--- src/rtl/vca_pkg.sv ---
package vca_pkg;
   function automatic int idx_w(input int n);
      return (n > 1) ? $clog2(n) : 1;
   endfunction

   function automatic int cnt_w(input int depth);
      return $clog2(depth + 1);
   endfunction
endpackage

--- src/rtl/vca_arbiter.sv ---
module vca_arbiter
   import vca_pkg::*;
#(
   parameter int NUM_IN = 5
) (
   input  logic              clk,
   input  logic              rst_n,
   input  logic              fixed_mode,
   input  logic              enable,
   input  logic [NUM_IN-1:0] req,
   output logic [NUM_IN-1:0] gnt,
   output logic              gnt_any
);
   localparam int IW = idx_w(NUM_IN);

   generate
      if (NUM_IN < 2) begin : g_bad_in
         $error("vca_arbiter needs at least two requesters");
      end
   endgenerate

   logic [IW-1:0] start_q;
   logic [IW-1:0] win_idx;

   always_comb begin
      gnt     = '0;
      gnt_any = 1'b0;
      win_idx = '0;
      if (enable) begin
         for (int k = 0; k < NUM_IN; k++) begin
            automatic int j = fixed_mode ? k : int'(start_q) + k;
            if (j >= NUM_IN) j = j - NUM_IN;
            if (!gnt_any && req[j]) begin
               gnt_any  = 1'b1;
               gnt[j]   = 1'b1;
               win_idx  = IW'(j);
            end
         end
      end
   end

   always_ff @(posedge clk) begin
      if (!rst_n) begin
         start_q <= '0;
      end else if (gnt_any) begin
         start_q <= (int'(win_idx) == NUM_IN - 1) ? '0 : win_idx + IW'(1);
      end
   end

   AST_GNT_ONEHOT: assert property (@(posedge clk) disable iff (!rst_n)
      $onehot0(gnt)) else $error("grant not one-hot");
   AST_GNT_IN_REQ: assert property (@(posedge clk) disable iff (!rst_n)
      (gnt & ~req) == '0) else $error("grant without request");
   AST_PTR_HOLD: assert property (@(posedge clk) disable iff (!rst_n)
      !gnt_any |=> $stable(start_q)) else $error("pointer moved idle");
endmodule

--- src/rtl/vca_vc_slot.sv ---
module vca_vc_slot
   import vca_pkg::*;
#(
   parameter int DEPTH = 4
) (
   input  logic                    clk,
   input  logic                    rst_n,
   input  logic                    take,
   input  logic                    send,
   input  logic                    send_tail,
   input  logic                    ret,
   output logic                    busy,
   output logic                    ready,
   output logic [cnt_w(DEPTH)-1:0] count
);
   localparam int CW = cnt_w(DEPTH);
   localparam logic [CW-1:0] FULL = CW'(DEPTH);

   generate
      if (DEPTH < 1) begin : g_bad_depth
         $error("vca_vc_slot needs a buffer depth of at least one");
      end
   endgenerate

   logic [CW-1:0] cnt_q;
   logic          busy_q;
   logic          fire;

   assign fire  = send && (cnt_q != '0);
   assign ready = (cnt_q != '0);
   assign busy  = busy_q;
   assign count = cnt_q;

   always_ff @(posedge clk) begin
      if (!rst_n) begin
         cnt_q <= FULL;
      end else if (fire && !ret) begin
         cnt_q <= cnt_q - CW'(1);
      end else if (ret && !fire && cnt_q != FULL) begin
         cnt_q <= cnt_q + CW'(1);
      end
   end

   always_ff @(posedge clk) begin
      if (!rst_n) begin
         busy_q <= 1'b0;
      end else if (take) begin
         busy_q <= 1'b1;
      end else if (fire && send_tail) begin
         busy_q <= 1'b0;
      end
   end

   AST_NO_OVERFLOW: assert property (@(posedge clk) disable iff (!rst_n)
      cnt_q <= FULL) else $error("credit above depth");
   AST_TAKE_BUSY: assert property (@(posedge clk) disable iff (!rst_n)
      take |=> busy_q) else $error("granted VC not busy");
   AST_TAIL_FREE: assert property (@(posedge clk) disable iff (!rst_n)
      (send && send_tail && ready && !take) |=> !busy_q) else $error("tail did not free VC");
   AST_EMPTY_HOLD: assert property (@(posedge clk) disable iff (!rst_n)
      (!ready && !ret) |=> (cnt_q == '0)) else $error("send on empty VC changed count");
endmodule

--- src/rtl/vc_out_alloc.sv ---
module vc_out_alloc
   import vca_pkg::*;
#(
   parameter int NUM_IN = 5,
   parameter int NUM_VC = 2,
   parameter int DEPTH  = 4,
   localparam int VCW   = idx_w(NUM_VC),
   localparam int CW    = cnt_w(DEPTH)
) (
   input  logic                 clk,
   input  logic                 rst_n,
   input  logic                 prio_fixed,
   input  logic [NUM_IN-1:0]    head_req,
   output logic [NUM_IN-1:0]    grant,
   output logic [VCW-1:0]       grant_vc,
   output logic [NUM_VC-1:0]    vc_busy,
   output logic [NUM_VC-1:0]    vc_ready,
   input  logic                 tx_valid,
   input  logic [VCW-1:0]       tx_vc,
   input  logic                 tx_tail,
   input  logic                 crd_valid,
   input  logic [VCW-1:0]       crd_vc,
   output logic [NUM_VC*CW-1:0] credits
);
   generate
      if (NUM_VC < 1) begin : g_bad_vc
         $error("vc_out_alloc needs at least one output VC");
      end
   endgenerate

   logic              any_free;
   logic [VCW-1:0]    free_idx;
   logic              gnt_any;

   always_comb begin
      any_free = 1'b0;
      free_idx = '0;
      for (int v = 0; v < NUM_VC; v++) begin
         if (!any_free && !vc_busy[v]) begin
            any_free = 1'b1;
            free_idx = VCW'(v);
         end
      end
   end

   assign grant_vc = free_idx;

   vca_arbiter #(.NUM_IN(NUM_IN)) u_arb (
      .clk        (clk),
      .rst_n      (rst_n),
      .fixed_mode (prio_fixed),
      .enable     (any_free),
      .req        (head_req),
      .gnt        (grant),
      .gnt_any    (gnt_any)
   );

   for (genvar v = 0; v < NUM_VC; v++) begin : g_vc
      logic [CW-1:0] cnt;
      vca_vc_slot #(.DEPTH(DEPTH)) u_slot (
         .clk       (clk),
         .rst_n     (rst_n),
         .take      (gnt_any && (free_idx == VCW'(v))),
         .send      (tx_valid && (tx_vc == VCW'(v))),
         .send_tail (tx_tail),
         .ret       (crd_valid && (crd_vc == VCW'(v))),
         .busy      (vc_busy[v]),
         .ready     (vc_ready[v]),
         .count     (cnt)
      );
      assign credits[v*CW +: CW] = cnt;
   end

   AST_GNT_FREE_VC: assert property (@(posedge clk) disable iff (!rst_n)
      (grant != '0) |-> !vc_busy[grant_vc]) else $error("grant of busy VC");
   AST_NO_FREE_NO_GNT: assert property (@(posedge clk) disable iff (!rst_n)
      (&vc_busy) |-> (grant == '0)) else $error("grant with all VCs busy");
endmodule

--- config.mk ---
export PLATFORM = sky130hd
export DESIGN_NAME = vc_out_alloc
export DESIGN_NICKNAME = d
export VERILOG_FILES = /design/src/rtl/vca_pkg.sv /design/src/rtl/vca_arbiter.sv /design/src/rtl/vca_vc_slot.sv /design/src/rtl/vc_out_alloc.sv
export SDC_FILE = /design/constraint.sdc
export NUM_CORES = 1
export LEC_CHECK = 0
export CAP_MARGIN = 25
export CORE_MARGIN = 2
export CORE_UTILIZATION = 40
export DETAILED_ROUTE_END_ITERATION = 8
export SETUP_SLACK_MARGIN = 0.4
export SKIP_CTS_REPAIR_TIMING = 1
export SYNTH_ARGS = -nofsm -noshare
export SYNTH_HDL_FRONTEND = slang
export SYNTH_SLANG_ARGS = --single-unit
--- constraint.sdc ---
create_clock -name clk -period 9.5 [get_ports clk]
set_input_delay 0.95 -clock clk [delete_from_list [all_inputs] [get_ports clk]]
set_output_delay 0.95 -clock clk [all_outputs]
set_load 0.05 [all_outputs]
==> impl_metrics.csv, run 1 <==
group,metric,value,unit
clock_tree,cts-root-to-sink-buffers,2,
die,floorplan.core_area,0.006241,mm^2
sta,final-setup-viol-count,0,
sta,final-hold-violation-count,0,
clock_tree,tritoncts,"yes",
clock_tree,cts.clk_slew.worst_paths,0.05,ns
logic_synthesis,postSynth.topFlopCell,"sky130_fd_sc_hd__dfxtp_1",
logic_synthesis,synth.avg_cell_area,7.076,um^2
placed_design,dp.final_hpwl,5954,um
placed_design,buffer_ports.inserted,28,
clock_tree,cts_root_buf,"sky130_fd_sc_hd__clkbuf_8",
cells_and_area,finalNonFillerCells,454,
sta,fin_skew,0.005384,ns
setup_path,cp_cell_sequence,"clkdlybuf4s50_1 > inv_1 > nand2_1 > ha_1 > ha_1 > nor2b_1 > a21oi_1 > a211oi_2 > mux2_2 > o22a_1 > nand4bb_1 > nor2_1 > nand4_1 > a41oi_1 > clkdlybuf4s50_1",
clock_tree,cts_inserted_buffers,3,
logic_synthesis,synth.top_cells.by_area,"sky130_fd_sc_hd__ha_1 11%, sky130_fd_sc_hd__dfxtp_1 8.6%, sky130_fd_sc_hd__nand2_1 5.3%",
clock_tree,cts_sinks,11,
global_routing,grt_remaining_overflow,0,
run_status,status,"finished, final reports clean",
job,timing.max_cap.violations,0,
setup_path,arrival,6.73,ns
logic_synthesis,postSynthNetCount,398,
drt,drc,0,
global_routing,first_global_vias,2562,
die,floorplan.die_area,0.007023,mm^2
setup_path,slowest_stage,"sky130_fd_sc_hd__clkdlybuf4s50_1",
power_and_ir_drop,power_density,266.8,mW/mm^2
global_routing,antenna_found_initial,0,
drt,via_density,6.093,
cells_and_area,layout-drive-gt1-share,6.897,%
drt,drt-initial-drc-count,290,
drt,ant_nets,0,
drt,firstDrtPassIters,4,
cells_and_area,finish.net_count,416,
cells_and_area,stdcell_area,0.002888,mm^2
clock_tree,clock_tree.htree_level_count,1,
logic_synthesis,synth.lib_cells_used.distinct,79,
logic_synthesis,yosys_register_bits,11,
global_routing,grt_first_pass_wirelength,12570,um
sta,finalWorstPathRequiredPeriod,7.675,ns
global_routing,grt_max_degree,22,
logic_synthesis,synthesis.yosys.warnings,0,
logic_synthesis,synth_top_area_cell,"sky130_fd_sc_hd__ha_1",
placed_design,placed_cells_incl_taps,450,
cells_and_area,final_common_cell,"sky130_fd_sc_hd__nand2_1",
die,initial_utilization,40.82,%
power_and_ir_drop,power.leakage,1.095,nW
die,site_row_count,29,
logic_synthesis,synth_top_area_share,11.30,%
sta,slew-limit-headroom,41.39,%
sta,slew_viol_final,0,
placed_design,gp_congestion,0.9402,
sta,setup-tns-final,0,ns
sta,max_freq,130.3,MHz
cells_and_area,antenna_fix_cells,0,
die,dieWidth,83.81,um
logic_synthesis,netlist_area,0.002547,mm^2
drt,wirelength,7591,um
sta,tightest_slew,0.8764,ns
logic_synthesis,synth_cells,360,
sta,period_share,80.79,%
setup_path,cp-start-kind,"primary input",
clock_tree,worst_skew_pair.late_latency,0.24,ns
setup_path,crit_path_kind,"primary input to primary output",
logic_synthesis,synth_seq_area_share,8.644,%
die,chip_height,83.81,um
cells_and_area,layout-area-overhead-vs-synth,13.36,%
drt,vias,2766,
cells_and_area,layout.cells.most_common_list,"36 x sky130_fd_sc_hd__nand2_1, 28 x sky130_fd_sc_hd__clkdlybuf4s50_1, 27 x sky130_fd_sc_hd__nor2_1",
setup_path,timing.critical_path.to_type,"primary output",
setup_path,worst_path_largest_cell_delay,1.04,ns
placed_design,place_area,0.002841,mm^2
global_routing,track_usage,21.49,%
logic_synthesis,async_flop_share,0,%
die,boundaryPins,29,
min_path,hold_path_class,"flip-flop to flip-flop",
setup_path,critical_path.max_fanout,21,
setup_path,critPathRequiredTime,8.55,ns
power_and_ir_drop,power.ir.vdd_worst,0.1174,mV
drt,route.detailed.wl_per_inst,16.72,um
logic_synthesis,synth-edff-count,0,
sta,rsz0062_at_grt,"false",
## routing by layer
layer	up-vias	global-route usage [%]	routed length (um)
met5	-	0	0
li1	1359	-	-
met2	78	35.49	3693
met4	0	7.038	124
met3	9	2.671	340
met1	1320	29.01	3433
## path summary, 6_finish.rpt
kind / startpoint / endpoint / slack, ns / cells past startpoint
min reg2reg: g_vc[1].u_slot.count[2]$_SDFFE_PN1P_ / g_vc[1].u_slot.count[2]$_SDFFE_PN1P_ / 0.57 / 2
min: g_vc[1].u_slot.count[2]$_SDFFE_PN1P_ / g_vc[1].u_slot.count[2]$_SDFFE_PN1P_ / 0.57 / 2
max: prio_fixed / grant[0] / 1.82 / 15
max reg2reg: u_arb.start_q[1]$_SDFFE_PN0P_ / u_arb.start_q[2]$_SDFFE_PN0P_ / 4.18 / 18
## state kept, by name (all words and copies together) (netlist names)
register / flops
g_vc.u_slot.busy: 2
g_vc.u_slot.count: 6
u_arb.start_q: 3
## cell type report
class / instances / area (um^2)
fillers: 649 / 3353
multi-input cells: 306 / 2132
repair buffers: 30 / 295.3
flip-flops and latches: 11 / 220.2
inverters: 26 / 97.59
well taps: 77 / 96.34
clock buffers: 3 / 41.29
clock inverters: 1 / 5.005
## cell families after synthesis
family / Yosys count / share of synthesized area [%]
and+or+nand+nor: 153 / 32.12
AOI/OAI and AO/OA: 112 / 31.29
buffers and inverters: 43 / 7.662
adders and majority gates: 25 / 12.87
muxes: 11 / 5.108
DFF: 11 / 8.644
xor gates and xnor gates: 5 / 2.309
## synthesized netlist by cell type (3+ instances only)
cell / instances
sky130_fd_sc_hd__a21oi_1: 23
sky130_fd_sc_hd__a31oi_1: 6
sky130_fd_sc_hd__and2_1: 8
sky130_fd_sc_hd__and3_1: 3
sky130_fd_sc_hd__buf_2: 6
sky130_fd_sc_hd__buf_4: 5
sky130_fd_sc_hd__clkbuf_1: 4
sky130_fd_sc_hd__dfxtp_1: 11
sky130_fd_sc_hd__ha_1: 23
sky130_fd_sc_hd__inv_1: 24
sky130_fd_sc_hd__mux2i_1: 7
sky130_fd_sc_hd__nand2_1: 36
sky130_fd_sc_hd__nand2b_1: 9
sky130_fd_sc_hd__nand3_1: 13
sky130_fd_sc_hd__nand4_1: 6
sky130_fd_sc_hd__nand4b_1: 3
sky130_fd_sc_hd__nor2_1: 27
sky130_fd_sc_hd__nor2b_1: 11
sky130_fd_sc_hd__nor3_1: 10
sky130_fd_sc_hd__nor3b_1: 3
sky130_fd_sc_hd__nor4b_1: 3
sky130_fd_sc_hd__o211a_1: 3
sky130_fd_sc_hd__o211ai_1: 6
sky130_fd_sc_hd__o21a_1: 4
sky130_fd_sc_hd__o21ai_0: 20
sky130_fd_sc_hd__o21ai_1: 5
sky130_fd_sc_hd__o22ai_1: 5
sky130_fd_sc_hd__o31ai_1: 4
sky130_fd_sc_hd__o32ai_1: 3
sky130_fd_sc_hd__or3_1: 4
## through the flow
stage | util [%] | hold WS (ns) | setup slack [ns] | power (W)
2_1_floorplan | - | 0.5408 | 3.880 | 0.0005667
6_report | 46.27 | 0.5721 | 1.825 | 0.0007705
5_1_grt | 46.27 | 0.6046 | 1.424 | 0.0008407
3_5_place_dp | 45.53 | 0.5527 | 1.963 | 0.0007160
3_3_place_gp | 45.53 | 0.5425 | 2.120 | 0.0007113
4_1_cts | 46.27 | 0.5721 | 1.939 | 0.0007668
## critical path: cells and delay by family
kind,cells,cell delay (ns)
AOI/OAI and AO/OA,4,1.09
adders and majority gates,2,0.50
buffers and inverters,3,2.32
muxes,1,0.39
and+or+nand+nor,5,1.47
## where the power goes
group / internal (W) / leakage, nW / switching [W]
clock network: 0.0000288 / 0.0255 / 0.0000177
registers: 0.0000556 / 0.0910 / 0.0000121
logic: 0.000243 / 0.978 / 0.000413
total: 0.000328 / 1.09 / 0.000443
Power figures use the tool's default switching activity.
==> run 2: changes to the inputs <==
==> constraint.sdc (replaced) <==
create_clock -name clk -period 6.2 [get_ports clk]
set_input_delay 0.62 -clock clk [delete_from_list [all_inputs] [get_ports clk]]
set_output_delay 0.62 -clock clk [all_outputs]
set_load 0.05 [all_outputs]
==> run 2 against run 1 <==
Effect of this change:
- clock skew decreased by 0.0046 ns
- power increased by 60%
- core utilization increased by 1.5 points
- non-clock buffer count increased by 6
- design area increased by 3.3%
- via count increased by 0.69%
- sequential power increased by 60%
- count of clock-buffer cells in the layout increased by 1
- register-to-register slack got worse by 2.9 ns
- clock power increased by 52%
- hold slack got worse by 0.0096 ns
- die area unchanged
- critical path type is now flip-flop to primary output
- largest cell class unchanged
- largest power group unchanged
==> impl_metrics.csv, run 2 (synthesis results as in run 1) <==
group,metric,value,unit
cells_and_area,antenna_fix_cells,0,
sta,hold-worst-slack,0.5625,ns
sta,period_share,87.21,%
global_routing,track_usage,21.07,%
die,chip_height,83.81,um
cells_and_area,layout.area.seq,220.2,um^2
setup_path,arrival,4.79,ns
power_and_ir_drop,power.leakage,1.155,nW
power_and_ir_drop,power.ir.vdd_worst,0.2400,mV
global_routing,grt_remaining_overflow,0,
drt,wirelength,7371,um
job,timing.max_cap.violations,0,
sta,final-hold-violation-count,0,
sta,finalWorstPathRequiredPeriod,5.407,ns
drt,via_density,6.054,
clock_tree,tritoncts,"yes",
cells_and_area,layout.cells.most_common_list,"36 x sky130_fd_sc_hd__nand2_1, 27 x sky130_fd_sc_hd__nor2_1, 24 x sky130_fd_sc_hd__inv_1",
global_routing,first_global_vias,2628,
power_and_ir_drop,internal_power,0.0005530,W
global_routing,grt_first_pass_wirelength,12340,um
placed_design,dp.final_hpwl,5883,um
sta,fin_skew,0.0007464,ns
cells_and_area,layout-drive-gt1-share,9.399,%
setup_path,critical_path.max_fanout,11,
cells_and_area,flip_flop_count_of_the_largest_register_all_copies_and_words_added,6,
sta,slew_viol_final,0,
power_and_ir_drop,p_sw,0.0006795,W
clock_tree,clock_tree.htree_level_count,1,
clock_tree,cts_sinks,11,
setup_path,crit_path_kind,"flip-flop to primary output",
clock_tree,cts_inserted_buffers,3,
setup_path,timing.critical_path.to_type,"primary output",
die,floorplan.die_area,0.007023,mm^2
sta,slew-limit-headroom,47.15,%
die,floorplan.core_area,0.006241,mm^2
drt,ant_nets,0,
die,site_row_count,29,
clock_tree,cts_root_buf,"sky130_fd_sc_hd__clkbuf_8",
drt,drc,0,
die,boundaryPins,29,
power_and_ir_drop,pwr-share-seq,8.7,%
sta,rsz0062_at_grt,"false",
placed_design,gp_congestion,0.9301,
power_and_ir_drop,design_power,0.001233,W
cells_and_area,final_common_cell,"sky130_fd_sc_hd__nand2_1",
placed_design,dp_slack,0.6655,ns
power_and_ir_drop,clock_power_share,5.7,%
power_and_ir_drop,switching_share,55.13,%
global_routing,antenna_found_initial,0,
power_and_ir_drop,power_density,413.1,mW/mm^2
setup_path,critPathRequiredTime,5.58,ns
drt,drt-initial-drc-count,167,
setup_path,cp-start-kind,"flip-flop",
drt,firstDrtPassIters,4,
power_and_ir_drop,power.combinational.fraction,85.5,%
cells_and_area,area_used_by_multi_input_combinational_logic,0.002132,mm^2
sta,final-setup-viol-count,0,
clock_tree,worst_skew_pair.late_latency,0.23,ns
cells_and_area,finish.net_count,422,
die,dieWidth,83.81,um
cells_and_area,fillers,655,
sta,max_freq,184.9,MHz
global_routing,grt_max_degree,20,
run_status,status,"finished, final reports clean",
die,initial_utilization,40.82,%
drt,vias,2785,
drt,route.detailed.wl_per_inst,16.02,um
sta,final_critical_path_setup_slack,0.7929,ns
clock_tree,cts-root-to-sink-buffers,2,
sta,setup-tns-final,0,ns
placed_design,buffer_ports.inserted,28,
min_path,hold_path_class,"flip-flop to flip-flop",
sta,tightest_slew,0.7917,ns
cells_and_area,layout-area-overhead-vs-synth,17.14,%
clock_tree,cts.clk_slew.worst_paths,0.05,ns
## run 2: path summary, 6_finish.rpt
path / depth (start not counted) / slack, ns / start / end
hold / removal: 2 / 0.56 / g_vc[0].u_slot.count[2]$_SDFFE_PN1P_ / g_vc[0].u_slot.count[2]$_SDFFE_PN1P_
setup reg to reg: 19 / 1.28 / u_arb.start_q[1]$_SDFFE_PN0P_ / u_arb.start_q[2]$_SDFFE_PN0P_
setup / recovery: 17 / 0.79 / u_arb.start_q[1]$_SDFFE_PN0P_ / grant[1]
hold reg to reg: 2 / 0.56 / g_vc[0].u_slot.count[2]$_SDFFE_PN1P_ / g_vc[0].u_slot.count[2]$_SDFFE_PN1P_
## run 2: worst max-delay path: stages, from the launching register on
cell and delay [ns]:
sky130_fd_sc_hd__dfxtp_1 0.30, sky130_fd_sc_hd__buf_4 0.18, sky130_fd_sc_hd__inv_1 0.14, sky130_fd_sc_hd__ha_1 0.37
sky130_fd_sc_hd__inv_1 0.09, sky130_fd_sc_hd__nor2_1 0.32, sky130_fd_sc_hd__inv_1 0.14, sky130_fd_sc_hd__ha_1 0.29
sky130_fd_sc_hd__nor2b_1 0.17, sky130_fd_sc_hd__o22ai_1 0.24, sky130_fd_sc_hd__mux2i_4 0.43, sky130_fd_sc_hd__a311oi_1 0.14
sky130_fd_sc_hd__a221oi_2 0.40, sky130_fd_sc_hd__or4b_1 0.58, sky130_fd_sc_hd__nor3_1 0.23, sky130_fd_sc_hd__a21oi_1 0.06
sky130_fd_sc_hd__a31oi_1 0.29, sky130_fd_sc_hd__buf_12 0.18
## run 2: per-layer routing
metal | track usage [%] | routed length, um | vias up
met4 | 6.158 | 191 | 0
met2 | 36.80 | 3420 | 77
met3 | 3.066 | 353 | 16
li1 | - | - | 1384
met5 | 0 | 0 | -
met1 | 26.79 | 3406 | 1308
## run 2: cell type report
class	count	share of cell area, %
inverters	26	3.270
well taps	77	3.229
flip-flops and latches	11	7.379
clock buffers	4	1.509
repair buffers	36	13.17
multi-input cells	306	71.45
## run 2: metrics by stage
stage          instances  area, um^2  util, %
2_1_floorplan        360        2547        -
3_3_place_gp         456        2937    47.05
3_5_place_dp         456        2937    47.05
4_1_cts              460        2982    47.77
5_1_grt              460        2984    47.81
6_report             460        2984    47.81
## run 2: power groups by stage
stage                     logic [W]  clock network, W  registers (W)
final                       0.00105         0.0000708       0.000108
after global routing        0.00115         0.0000786       0.000110
after CTS                   0.00105         0.0000732       0.000108
after detailed placement    0.00104                 0       0.000109
after global placement      0.00104                 0       0.000109
after floorplan            0.000756                 0       0.000112
==> run 3: changes to the inputs <==
--- a/config.mk
+++ b/config.mk
@@ -8,7 +8,9 @@
 export CAP_MARGIN = 25
 export CORE_MARGIN = 2
 export CORE_UTILIZATION = 40
+export CTS_CLUSTER_SIZE = 24
 export DETAILED_ROUTE_END_ITERATION = 8
+export RECOVER_POWER = 25
 export SETUP_SLACK_MARGIN = 0.4
 export SKIP_CTS_REPAIR_TIMING = 1
 export SYNTH_ARGS = -nofsm -noshare
==> run 3 against run 2 <==
Effect of this change:
- global-route usage unchanged
- count of clock-buffer cells in the layout unchanged
- fmax about the same
- worst setup slack about the same
- critical path type unchanged
- largest cell class unchanged
==> impl_metrics.csv, run 3 (synthesis results as in run 1) <==
group,metric,value,unit
cells_and_area,flip_flop_count_of_the_largest_register_all_copies_and_words_added,6,
setup_path,timing.critical_path.to_type,"primary output",
die,site_row_count,29,
setup_path,cp_cell_sequence,"buf_4 > inv_1 > ha_1 > inv_1 > nor2_1 > inv_1 > ha_1 > nor2b_1 > o22ai_1 > mux2i_4 > a311oi_1 > a221oi_2 > or4b_1 > nor3_1 > a21oi_1 > a31oi_1 > buf_12",
die,boundaryPins,29,
sta,final-setup-viol-count,0,
drt,wirelength,7386,um
sta,rsz0062_at_grt,"false",
placed_design,gp_congestion,0.9301,
setup_path,crit_buf_inv,5,
die,chip_height,83.81,um
clock_tree,worst_skew_pair.late_latency,0.23,ns
sta,slew_viol_final,0,
clock_tree,cts-root-to-sink-buffers,2,
placed_design,buffer_ports.inserted,28,
min_path,hold_path_class,"flip-flop to flip-flop",
die,floorplan.core_area,0.006241,mm^2
clock_tree,tritoncts,"yes",
placed_design,dp.final_hpwl,5883,um
sta,final-hold-violation-count,0,
setup_path,timing.rr.end,"u_arb.start_q[2]$_SDFFE_PN0P_",
global_routing,track_usage,21.07,%
power_and_ir_drop,power.leakage,1.158,nW
die,dieWidth,83.81,um
sta,fin_skew,0.0007176,ns
cells_and_area,finish.net_count,422,
die,initial_utilization,40.82,%
run_status,status,"finished, final reports clean",
setup_path,critPathMostFrequentCell,"sky130_fd_sc_hd__inv_1",
cells_and_area,layout-drive-gt1-share,9.399,%
clock_tree,cts.clk_slew.worst_paths,0.05,ns
drt,ant_nets,0,
setup_path,worst_path_dominant_cell_family,"simple AND/OR/NAND/NOR gates",
min_path,worst_hold_path_stage_count,2,
cells_and_area,layout.cells.most_common_list,"36 x sky130_fd_sc_hd__nand2_1, 27 x sky130_fd_sc_hd__nor2_1, 24 x sky130_fd_sc_hd__inv_1",
sta,tightest_slew,0.7917,ns
setup_path,reg2reg_slack,1.28,ns
clock_tree,clock_tree.htree_level_count,1,
global_routing,antenna_found_initial,0,
clock_tree,cts_sinks,11,
clock_tree,cts_root_buf,"sky130_fd_sc_hd__clkbuf_8",
cells_and_area,layout-area-overhead-vs-synth,17.14,%
drt,drc,0,
setup_path,critical_path.max_fanout,11,
setup_path,crit_path_kind,"flip-flop to primary output",
global_routing,grt_max_degree,20,
drt,drt-initial-drc-count,168,
cells_and_area,post_layout_util,47.81,%
drt,vias,2789,
drt,route.detailed.wl_per_inst,16.06,um
setup_path,cp-start-kind,"flip-flop",
setup_path,critPathRequiredTime,5.58,ns
sta,period_share,87.21,%
sta,finalWorstPathRequiredPeriod,5.407,ns
sta,max_freq,184.9,MHz
sta,setup-tns-final,0,ns
cells_and_area,final_common_cell,"sky130_fd_sc_hd__nand2_1",
setup_path,ff2ff_path_depth,19,
die,floorplan.die_area,0.007023,mm^2
setup_path,slowest_stage,"sky130_fd_sc_hd__or4b_1",
power_and_ir_drop,power.ir.vdd_worst,0.2399,mV
drt,firstDrtPassIters,4,
setup_path,worst_path_largest_cell_delay,0.58,ns
drt,via_density,6.063,
min_path,worst_hold_path.endpoint,"g_vc[0].u_slot.count[2]$_SDFFE_PN1P_",
setup_path,critical_path.reg2reg.startpoint,"u_arb.start_q[1]$_SDFFE_PN0P_",
setup_path,arrival,4.79,ns
cells_and_area,antenna_fix_cells,0,
job,timing.max_cap.violations,0,
clock_tree,cts_inserted_buffers,3,
sta,hold-worst-slack,0.5576,ns
min_path,timing.hold.worst.start,"g_vc[0].u_slot.count[2]$_SDFFE_PN1P_",
global_routing,grt_first_pass_wirelength,12340,um
sta,slew-limit-headroom,47.15,%
power_and_ir_drop,power_density,412.5,mW/mm^2
global_routing,grt_remaining_overflow,0,
global_routing,first_global_vias,2628,
==> run 3: changes by cell type in the layout (fill, tap and decap cells not counted) <==
cell and delta:
sky130_fd_sc_hd__dlygate4sd3_1 +6, sky130_fd_sc_hd__clkdlybuf4s50_1 -6
==> run 3: how the worst max path moves through the flow <==
| stage | from | cells past startpoint | slack, ns | to |
|---|---|---|---|---|
| 2_1_floorplan | u_arb.start_q[1]$_SDFFE_PN0P_ | 16 | 1.17 | grant[1] |
| 3_3_place_gp | prio_fixed | 14 | 0.76 | grant[1] |
| 3_5_place_dp | prio_fixed | 14 | 0.67 | grant[0] |
| 4_1_cts | prio_fixed | 14 | 0.66 | grant[0] |
| 5_1_grt | u_arb.start_q[1]$_SDFFE_PN0P_ | 17 | 0.40 | grant[0] |
| 6_report | u_arb.start_q[1]$_SDFFE_PN0P_ | 17 | 0.79 | grant[1] |
==> run 3: power breakdown <==
group,switching (W),total [W],internal [W]
Clock,0.0000257,0.0000708,0.0000451
Combinational,0.000631,0.00105,0.000421
Sequential,0.0000223,0.000107,0.0000852
==> run 3: stage by stage <==
stage	area (um^2)	std cells	setup slack (ns)	total power, W
6_report	2984	460	0.7928	0.001231
5_1_grt	2984	460	0.4017	0.001339
4_1_cts	2982	460	0.6621	0.001231
3_5_place_dp	2937	456	0.6655	0.001153
3_3_place_gp	2937	456	0.7579	0.001154
2_1_floorplan	2547	360	1.174	0.0008683
==> run 3: worst min-delay path, delay by kind of cell, from the launching register on <==
family / cells / cell delay, ns
AND/OR/NAND/NOR: 1 / 0.05
flip-flops: 1 / 0.38
AO/OA/AOI/OAI: 1 / 0.10
==> run 3: routing by layer <==
metal	vias to the layer above	wire [um]	GRT usage, %	share of wire (%)
li1	1384	-	-	-
met1	1310	3417	26.79	46
met2	79	3422	36.80	46
met3	16	355	3.066	4.8
met4	0	192	6.158	2.6
met5	-	0	0	0
==> run 3: cell type report <==
| type | instances | area, um^2 |
|---|---|---|
| fillers | 655 | 3257 |
| multi-input cells | 306 | 2132 |
| repair buffers | 36 | 392.9 |
| flip-flops and latches | 11 | 220.2 |
| inverters | 26 | 97.59 |
| well taps | 77 | 96.34 |
| clock buffers | 4 | 45.04 |
